**src/rtl/pbu_pkg.sv**
```systemverilog
package pbu_pkg;

    typedef enum logic [2:0] {
        SEL_ALWAYS = 3'd0,
        SEL_B0     = 3'd1,
        SEL_B1     = 3'd2,
        SEL_B2     = 3'd3,
        SEL_A1     = 3'd4,
        SEL_A2     = 3'd5,
        SEL_RSV6   = 3'd6,
        SEL_RSV7   = 3'd7
    } pred_sel_e;

    localparam int NUM_CREG = 5;
    localparam int SEL_W    = 3;

    typedef struct packed {
        logic exec;
        logic taken;
        logic illegal;
    } pbu_flags_t;

    // true when the code names one of the condition registers
    function automatic logic sel_is_reg(input logic [SEL_W-1:0] s);
        return (s >= SEL_B0) && (s <= SEL_A2);
    endfunction

endpackage

```
**src/rtl/pbu_cond_eval.sv**
```systemverilog
module pbu_cond_eval
    import pbu_pkg::*;
#(
    parameter int DATA_W = 32
) (
    input  logic [SEL_W-1:0]                 sel,
    input  logic                             inv,
    input  logic [NUM_CREG-1:0][DATA_W-1:0]  cregs,
    output logic                             pass,
    output logic                             bad_sel
);

    logic [NUM_CREG-1:0] nonzero;
    logic [NUM_CREG-1:0] hit;

    for (genvar i = 0; i < NUM_CREG; i++) begin : g_slot
        assign nonzero[i] = |cregs[i];
        assign hit[i]     = (sel == SEL_W'(i + 1)) && nonzero[i];
    end

    always_comb begin
        bad_sel = !sel_is_reg(sel) && (sel != SEL_ALWAYS);
        if (sel == SEL_ALWAYS)
            pass = 1'b1;
        else if (bad_sel)
            pass = 1'b0;
        else
            pass = inv ? !(|hit) : (|hit);
    end

endmodule

```
**src/rtl/pbu_tgt_calc.sv**
```systemverilog
module pbu_tgt_calc #(
    parameter int ADDR_W = 32,
    parameter int OFF_W  = 21
) (
    input  logic              use_reg,
    input  logic [ADDR_W-1:0] pc,
    input  logic [OFF_W-1:0]  off,
    input  logic [ADDR_W-1:0] reg_val,
    output logic [ADDR_W-1:0] target
);

    localparam int EXT_W = ADDR_W - OFF_W;

    logic [ADDR_W-1:0] off_ext;
    logic [ADDR_W-1:0] rel_tgt;

    assign off_ext = {{EXT_W{off[OFF_W-1]}}, off};
    assign rel_tgt = pc + (off_ext << 2);
    assign target  = use_reg ? reg_val : rel_tgt;

endmodule

```
**src/rtl/pred_branch_unit.sv**
```systemverilog
module pred_branch_unit
    import pbu_pkg::*;
#(
    parameter int DATA_W = 32,
    parameter int ADDR_W = 32,
    parameter int OFF_W  = 21
) (
    input  logic              clk,
    input  logic              rst,
    input  logic              issue_vld,
    input  logic [2:0]        pred_sel,
    input  logic              pred_inv,
    input  logic [DATA_W-1:0] creg_b0,
    input  logic [DATA_W-1:0] creg_b1,
    input  logic [DATA_W-1:0] creg_b2,
    input  logic [DATA_W-1:0] creg_a1,
    input  logic [DATA_W-1:0] creg_a2,
    input  logic              br_req,
    input  logic              br_abs,
    input  logic              unit_s2,
    input  logic [OFF_W-1:0]  br_off,
    input  logic [ADDR_W-1:0] pc_fetch,
    input  logic [ADDR_W-1:0] reg_tgt,
    output logic              exec_en,
    output logic              br_taken,
    output logic [ADDR_W-1:0] br_target,
    output logic              illegal_op
);

    logic [NUM_CREG-1:0][DATA_W-1:0] cregs;
    logic                            pass;
    logic                            bad_sel;
    logic                            bad_side;
    logic [ADDR_W-1:0]               tgt_nxt;
    pbu_flags_t                      flg_nxt;
    pbu_flags_t                      flg_q;

    assign cregs = {creg_a2, creg_a1, creg_b2, creg_b1, creg_b0};

    pbu_cond_eval #(.DATA_W(DATA_W)) u_cond (
        .sel     (pred_sel),
        .inv     (pred_inv),
        .cregs   (cregs),
        .pass    (pass),
        .bad_sel (bad_sel)
    );

    pbu_tgt_calc #(.ADDR_W(ADDR_W), .OFF_W(OFF_W)) u_tgt (
        .use_reg (br_abs),
        .pc      (pc_fetch),
        .off     (br_off),
        .reg_val (reg_tgt),
        .target  (tgt_nxt)
    );

    assign bad_side = br_req && br_abs && !unit_s2;

    always_comb begin
        flg_nxt.illegal = issue_vld && (bad_sel || bad_side);
        flg_nxt.exec    = issue_vld && pass && !bad_side;
        flg_nxt.taken   = flg_nxt.exec && br_req;
    end

    always_ff @(posedge clk) begin
        if (rst) begin
            flg_q     <= '0;
            br_target <= '0;
        end else begin
            flg_q     <= flg_nxt;
            br_target <= tgt_nxt;
        end
    end

    assign exec_en    = flg_q.exec;
    assign br_taken   = flg_q.taken;
    assign illegal_op = flg_q.illegal;

    assert_taken_implies_exec_R11: assert property (@(posedge clk) disable iff (rst)
        br_taken |-> exec_en);

    assert_side1_abs_blocked_R9: assert property (@(posedge clk) disable iff (rst)
        (issue_vld && br_req && br_abs && !unit_s2) |=> (illegal_op && !br_taken && !exec_en));

    assert_uncond_executes_R4: assert property (@(posedge clk) disable iff (rst)
        (issue_vld && pred_sel == 3'd0 && !(br_req && br_abs && !unit_s2)) |=> exec_en);

    assert_idle_quiet_R6: assert property (@(posedge clk) disable iff (rst)
        !issue_vld |=> (!exec_en && !br_taken && !illegal_op));

    assert_reserved_sel_R5: assert property (@(posedge clk) disable iff (rst)
        (issue_vld && pred_sel[2:1] == 2'b11) |=> (illegal_op && !exec_en));

    assert_abs_target_R8: assert property (@(posedge clk) disable iff (rst)
        (issue_vld && br_req && br_abs && unit_s2) |=> (br_target == $past(reg_tgt)));

endmodule

```
**config.mk**
```make
export PLATFORM = sky130hd
export DESIGN_NAME = pred_branch_unit
export DESIGN_NICKNAME = d
export VERILOG_FILES = /design/src/rtl/pbu_pkg.sv /design/src/rtl/pbu_cond_eval.sv /design/src/rtl/pbu_tgt_calc.sv /design/src/rtl/pred_branch_unit.sv
export SDC_FILE = /design/constraint.sdc
export NUM_CORES = 1
export LEC_CHECK = 0
export BUFFER_PORTS_ARGS = -buffer_cell sky130_fd_sc_hd__buf_2
export CELL_PAD_IN_SITES_DETAIL_PLACEMENT = 0
export CELL_PAD_IN_SITES_GLOBAL_PLACEMENT = 1
export CORE_UTILIZATION = 23
export DETAILED_ROUTE_END_ITERATION = 6
export PLACE_DENSITY = 0.74
export SETUP_SLACK_MARGIN = 0.5
export SLEW_MARGIN = 15
export SYNTH_ARGS = -nofsm -noshare
export SYNTH_HDL_FRONTEND = slang
export SYNTH_HIERARCHICAL = 1
export SYNTH_SLANG_ARGS = --single-unit
```
**constraint.sdc**
```tcl
create_clock -name clk -period 2.1 [get_ports clk]
set_input_delay 0.105 -clock clk [delete_from_list [all_inputs] [get_ports clk]]
set_output_delay 0.105 -clock clk [all_outputs]
set_load 0.01 [all_outputs]
```
==> impl_metrics.toml, run 1 <==
[outcome]
status = "completed"

[grt]
grt_util_all_layers = 0.200
grt_pass1_wl_mm = 23.4
grt_pass1_vias = 4554
overflow = 0
antenna_found_initial = 3
grt_max_degree = 30

[synth]
synth_top_family_by_area = "simple AND/OR/NAND/NOR gates"
synth_nets = 737
synth_top_area_share = 0.206
synth_top_area_cell = "dfxtp_1"
synth_xor_xnor_area_share = 0.0617
synth_fa_ha_area_frac = 0.112
synth_seq_area_share = 0.206
ys_warn_count = 6
synthCells = 452
ys_ff_latch = 35
synth_area_leaders = "dfxtp_1 21%, ha_1 11%, nor4_1 6.8%, o21ai_0 6.3%, nor2b_1 6.1%"
synthSimpleGateAreaFrac = 0.332
syn-cell-area_sq_mm = 0.00341
synth_compound_area_frac = 0.243
ys_async_sr_fraction = 0
synth_edf_count = 0
ys.flop_type = "dfxtp_1"
yosysUniqueCellTypes = 59
avgSynthCellArea_sq_um = 7.54
synth_mux_area_frac = 0.0132

[cts]
cts_hold_buf = 0
cts_buffers = 5
cts_tree = "built"
clk_pin_slew_ns = 0.06
cts_sinks = 35
root_buffer = "clkbuf_16"
clockBufferDepth = 2
htree_num_levels = 2

[timing]
setup_viol = 0
period_needed_ns = 1.92
hold_viol_final = 0
tightest_slew_ns = 0.601
timing.fmax_mhz = 521
slew_headroom = 0.599
slew_violations = 0
holdWs_ns = 0.0991
rsz0062_at_grt = "true"
period_share = 0.914

[setup_path]
cp_max_fo = 4
critPathArrivalTime_ns = 2.14
end_kind = "flip-flop"
critPathRequiredTime_ns = 2.32
crit_path_start_kind = "input pin"
worst-setup-path-type = "in2reg"

[floorplanning]
num_io_pins = 290
initial_core_util = 0.235
die-area_sq_mm = 0.0153
core_sq_mm = 0.0145
num_rows = 44
fp.dieH_microns = 124
dieWidth_microns = 124

[route]
firstDrtPassIters = 4
dr_total_vias = 4695
ant_nets = 0
wl_per_cell_microns = 15.9
first_iter_violations = 186
wl_mm = 15.7
via_per_inst = 4.75
drc = 0

[run]
cap_viol_max_count = 0

[final_layout]
regArea_sq_um = 701
stdcell_area_sq_mm = 0.00626
nets = 1087
final_common_cell = "buf_2"
layout_common_cells = "281 x buf_2, 69 x buf_4, 49 x nand2_1"
syn_to_final_growth_pct = 83.6
fin_cells = 988
multi_input_area_sq_mm = 0.00307
n_fill_cell = 1522
drive_gt1_frac = 0.560
final_util = 0.432

[placement]
postPlaceCellArea_sq_mm = 0.00565
gp_congestion = 0.872
port_buffers = 289
dp.cells = 973
dp_hpwl_mm = 13.4

[pwr]
p_leak_nw = 2.97
peakVddDrop_v = 0.000265
power_density_mw_per_mm2 = 474
power_mw = 2.97

[worst_hold_path]
hold_path_class = "in2reg"
## kinds of logic (layout without fill, tap and decap cells)
family,count (synthesis),count (layout)
xor+xnor,24,24
buf+inv,26,377
other cells,0,1
fa+ha+maj,30,30
simple gates,203,203
flops,35,35
compound gates,130,130
mux,4,4
## layout make-up
cell class / instances / share of cell area
multi-input cells: 391 / 0.491
repair buffers: 362 / 0.330
flip-flops and latches: 35 / 0.112
well taps: 184 / 0.0368
clock buffers: 7 / 0.0244
inverters: 7 / 0.00420
clock inverters: 1 / 0.00120
diodes: 1 / 0.000400
## where the power goes
group	internal, mW	total [mW]	switching (mW)
combinational	0.741	1.42	0.675
sequential	0.725	0.739	0.0142
clock	0.505	0.811	0.306
total	1.97	2.97	0.995
## sequential cells by signal, summed over array words and instances, names as in the netlist
signal      count
br_taken        1
br_target      32
exec_en         1
illegal_op      1
## worst paths after layout
check / depth (start not counted) / start / to / slack (ns)
min: 3 / issue_vld / br_taken / 0.1
max: 10 / br_off[4] / br_target[29] / 0.18
## cells in the mapped netlist (2+ instances only)
master     number
a21oi_1        32
nand3b_1        2
buf_4           2
o21bai_1        7
and2_1          2
nand2_1        51
o21a_1          3
o211ai_1        2
and4_1          3
inv_1           7
a31oi_1         5
mux2_2          4
xor2_1         11
nor4_1         37
a21boi_0        2
a211oi_1        4
nor2b_1        33
nand4_1        14
dfxtp_1        35
a21o_1          9
o221ai_1        2
nor4_2          3
o21ai_0        43
a311oi_1        2
nor2_1         23
nand3_1        13
o21ai_1         2
or3_1           3
nor3_1          5
buf_2           4
ha_1           29
xnor2_1        13
nand2b_1        2
o31ai_1         2
a221oi_1        2
o2111ai_1       2
and3_1          3
clkbuf_1       13
## metal layers
metal,up-vias,track usage,share of wire
li1,2403,-,-
met1,2133,0.268,0.47
met2,141,0.334,0.46
met3,12,0.0385,0.058
met4,6,0.0361,0.0066
met5,-,0,0.0025
## stage by stage
step,worst slack [ns],setup TNS (ns)
floorplan,0.107,0
global placement,-0.181,-1.34
detailed placement,-0.195,-1.46
CTS,0.188,0
global route,0.0656,0
finish,0.180,0
## critical path, stage by stage
cell and delay (ns):
buf_6 0.09, ha_4 0.28, a21oi_2 0.06, and2_4 0.15
a2111o_1 0.48, a2111oi_4 0.40, a21oi_2 0.11, and3_1 0.17
nor3_2 0.15, nor2b_1 0.13
## repair_timing
action                                  CTS  global route
endpoints found under the setup margin   23            24
gates resized for setup                  46            37
pin swaps                                25            29
buffers inserted                          5             1
hold endpoints to repair                  0             0
(Power assumes the default switching activity.)
==> run 2: changes to the inputs <==
--- a/config.mk
+++ b/config.mk
@@ -5,9 +5,10 @@
 export SDC_FILE = /design/constraint.sdc
 export NUM_CORES = 1
 export LEC_CHECK = 0
-export BUFFER_PORTS_ARGS = -buffer_cell sky130_fd_sc_hd__buf_2
+export BUFFER_PORTS_ARGS = -buffer_cell sky130_fd_sc_hd__clkbuf_2
 export CELL_PAD_IN_SITES_DETAIL_PLACEMENT = 0
 export CELL_PAD_IN_SITES_GLOBAL_PLACEMENT = 1
+export CORE_MARGIN = 2
 export CORE_UTILIZATION = 23
 export DETAILED_ROUTE_END_ITERATION = 6
 export PLACE_DENSITY = 0.74
==> impl_metrics.toml, run 2 (synthesis gave the netlist of run 1 again) <==
[setup_path]
crit_family = "compound AO/OA/AOI/OAI gates"
critPathRequiredTime_ns = 2.27
critPathArrivalTime_ns = 2.21
cp_num_buf_inv = 1
slowest_delay_ns = 0.50
crit_chain = "buf_8 > ha_4 > a21o_4 > nand4_1 > a2111o_1 > a2111oi_4 > nand2b_4 > xnor2_2 > o21ai_1 > nor2b_2"
crit_path_start_kind = "input pin"
cp_max_fo = 3
slowest_stage = "a2111o_1"
worst-setup-path-type = "in2reg"
end_kind = "flip-flop"

[placement]
dp_hpwl_mm = 13.8
dp.cells = 976
port_buffers = 289
postPlaceCellArea_sq_mm = 0.00567
gp_congestion = 0.920

[floorplanning]
num_rows = 44
dieWidth_microns = 126
core_sq_mm = 0.0145
fp.dieH_microns = 126
num_io_pins = 290
die-area_sq_mm = 0.0158
initial_core_util = 0.235

[grt]
antenna_found_initial = 1
overflow = 0
grt_util_all_layers = 0.189
grt_pass1_vias = 4621
grt_max_degree = 24
grt_pass1_wl_mm = 23.7

[final_layout]
drive_gt1_frac = 0.573
multi_input_area_sq_mm = 0.00314
largest_reg_flops = 32
final_util = 0.440
nets = 1097
diodes = 0
regMostFlops = "br_target"
fin_cells = 997
stdcell_area_sq_mm = 0.00637
final_common_cell = "clkbuf_2"
layout_common_cells = "284 x clkbuf_2, 77 x buf_4, 50 x nand2_1"
syn_to_final_growth_pct = 87.0
regArea_sq_um = 701
n_fill_cell = 1481

[timing]
fin_setup_tns_ns = 0
setup_viol = 0
holdWs_ns = 0.0851
tightest_slew_ns = 0.469
timing.fmax_mhz = 491
hold_viol_final = 0
slew_headroom = 0.685
period_share = 0.969
slew_violations = 0
period_needed_ns = 2.04
rsz0062_at_grt = "true"

[outcome]
status = "completed"

[pwr]
power_density_mw_per_mm2 = 470
p_leak_nw = 3.05
peakVddDrop_v = 0.000267

[route]
wl_mm = 15.7
first_iter_violations = 180
dr_total_vias = 4650
wl_per_cell_microns = 15.8
drc = 0
via_per_inst = 4.66
ant_nets = 0
firstDrtPassIters = 6

[cts]
cts_buffers = 5
root_buffer = "clkbuf_16"
cts_tree = "built"
htree_num_levels = 2
cts_sinks = 35
clk_pin_slew_ns = 0.06
cts_hold_buf = 0
clockBufferDepth = 2

[worst_hold_path]
hold_path_class = "in2reg"

[run]
cap_viol_max_count = 0
## run 2: what timing repair did
action,in CTS,in global routing
gates resized for setup,41,55
hold endpoints to repair,0,0
setup buffers,4,9
cloned,0,0
setup endpoints to repair,20,24
pin swaps,34,35
## run 2: routing by layer
metal  global-route usage  part of all wire  vias to the layer above
li1                     -                 -                     2422
met1                0.253              0.46                     2032
met2                0.308              0.46                      178
met3               0.0455             0.068                       16
met4               0.0452             0.013                        2
met5                    0           0.00070                        -
## run 2: worst paths after layout
path            end  slack, ns  depth (start not counted)         from
max   br_target[21]       0.06                         10  pc_fetch[3]
min      illegal_op       0.09                          3    issue_vld
## run 2: through the flow
| step | setup WS, ns | power (mW) |
|---|---|---|
| floorplan | 0.107 | 1.40 |
| CTS | 0.157 | 2.93 |
| detailed placement | -0.164 | 2.02 |
| global route | -0.0161 | 3.20 |
| finish | 0.0647 | 3.00 |
| global placement | -0.174 | 2.02 |
## run 2: layout make-up
cell class | instances | share of cell area
sequential | 35 | 0.110
clock buffer | 8 | 0.0245
tap | 184 | 0.0361
inverter | 7 | 0.00412
multi-input combinational | 391 | 0.492
timing repair buffer | 372 | 0.333
## run 2: report_power, final
group / switching (mW) / internal [mW] / total, mW
sequential: 0.0139 / 0.725 / 0.739
combinational: 0.686 / 0.772 / 1.46
clock: 0.294 / 0.506 / 0.800
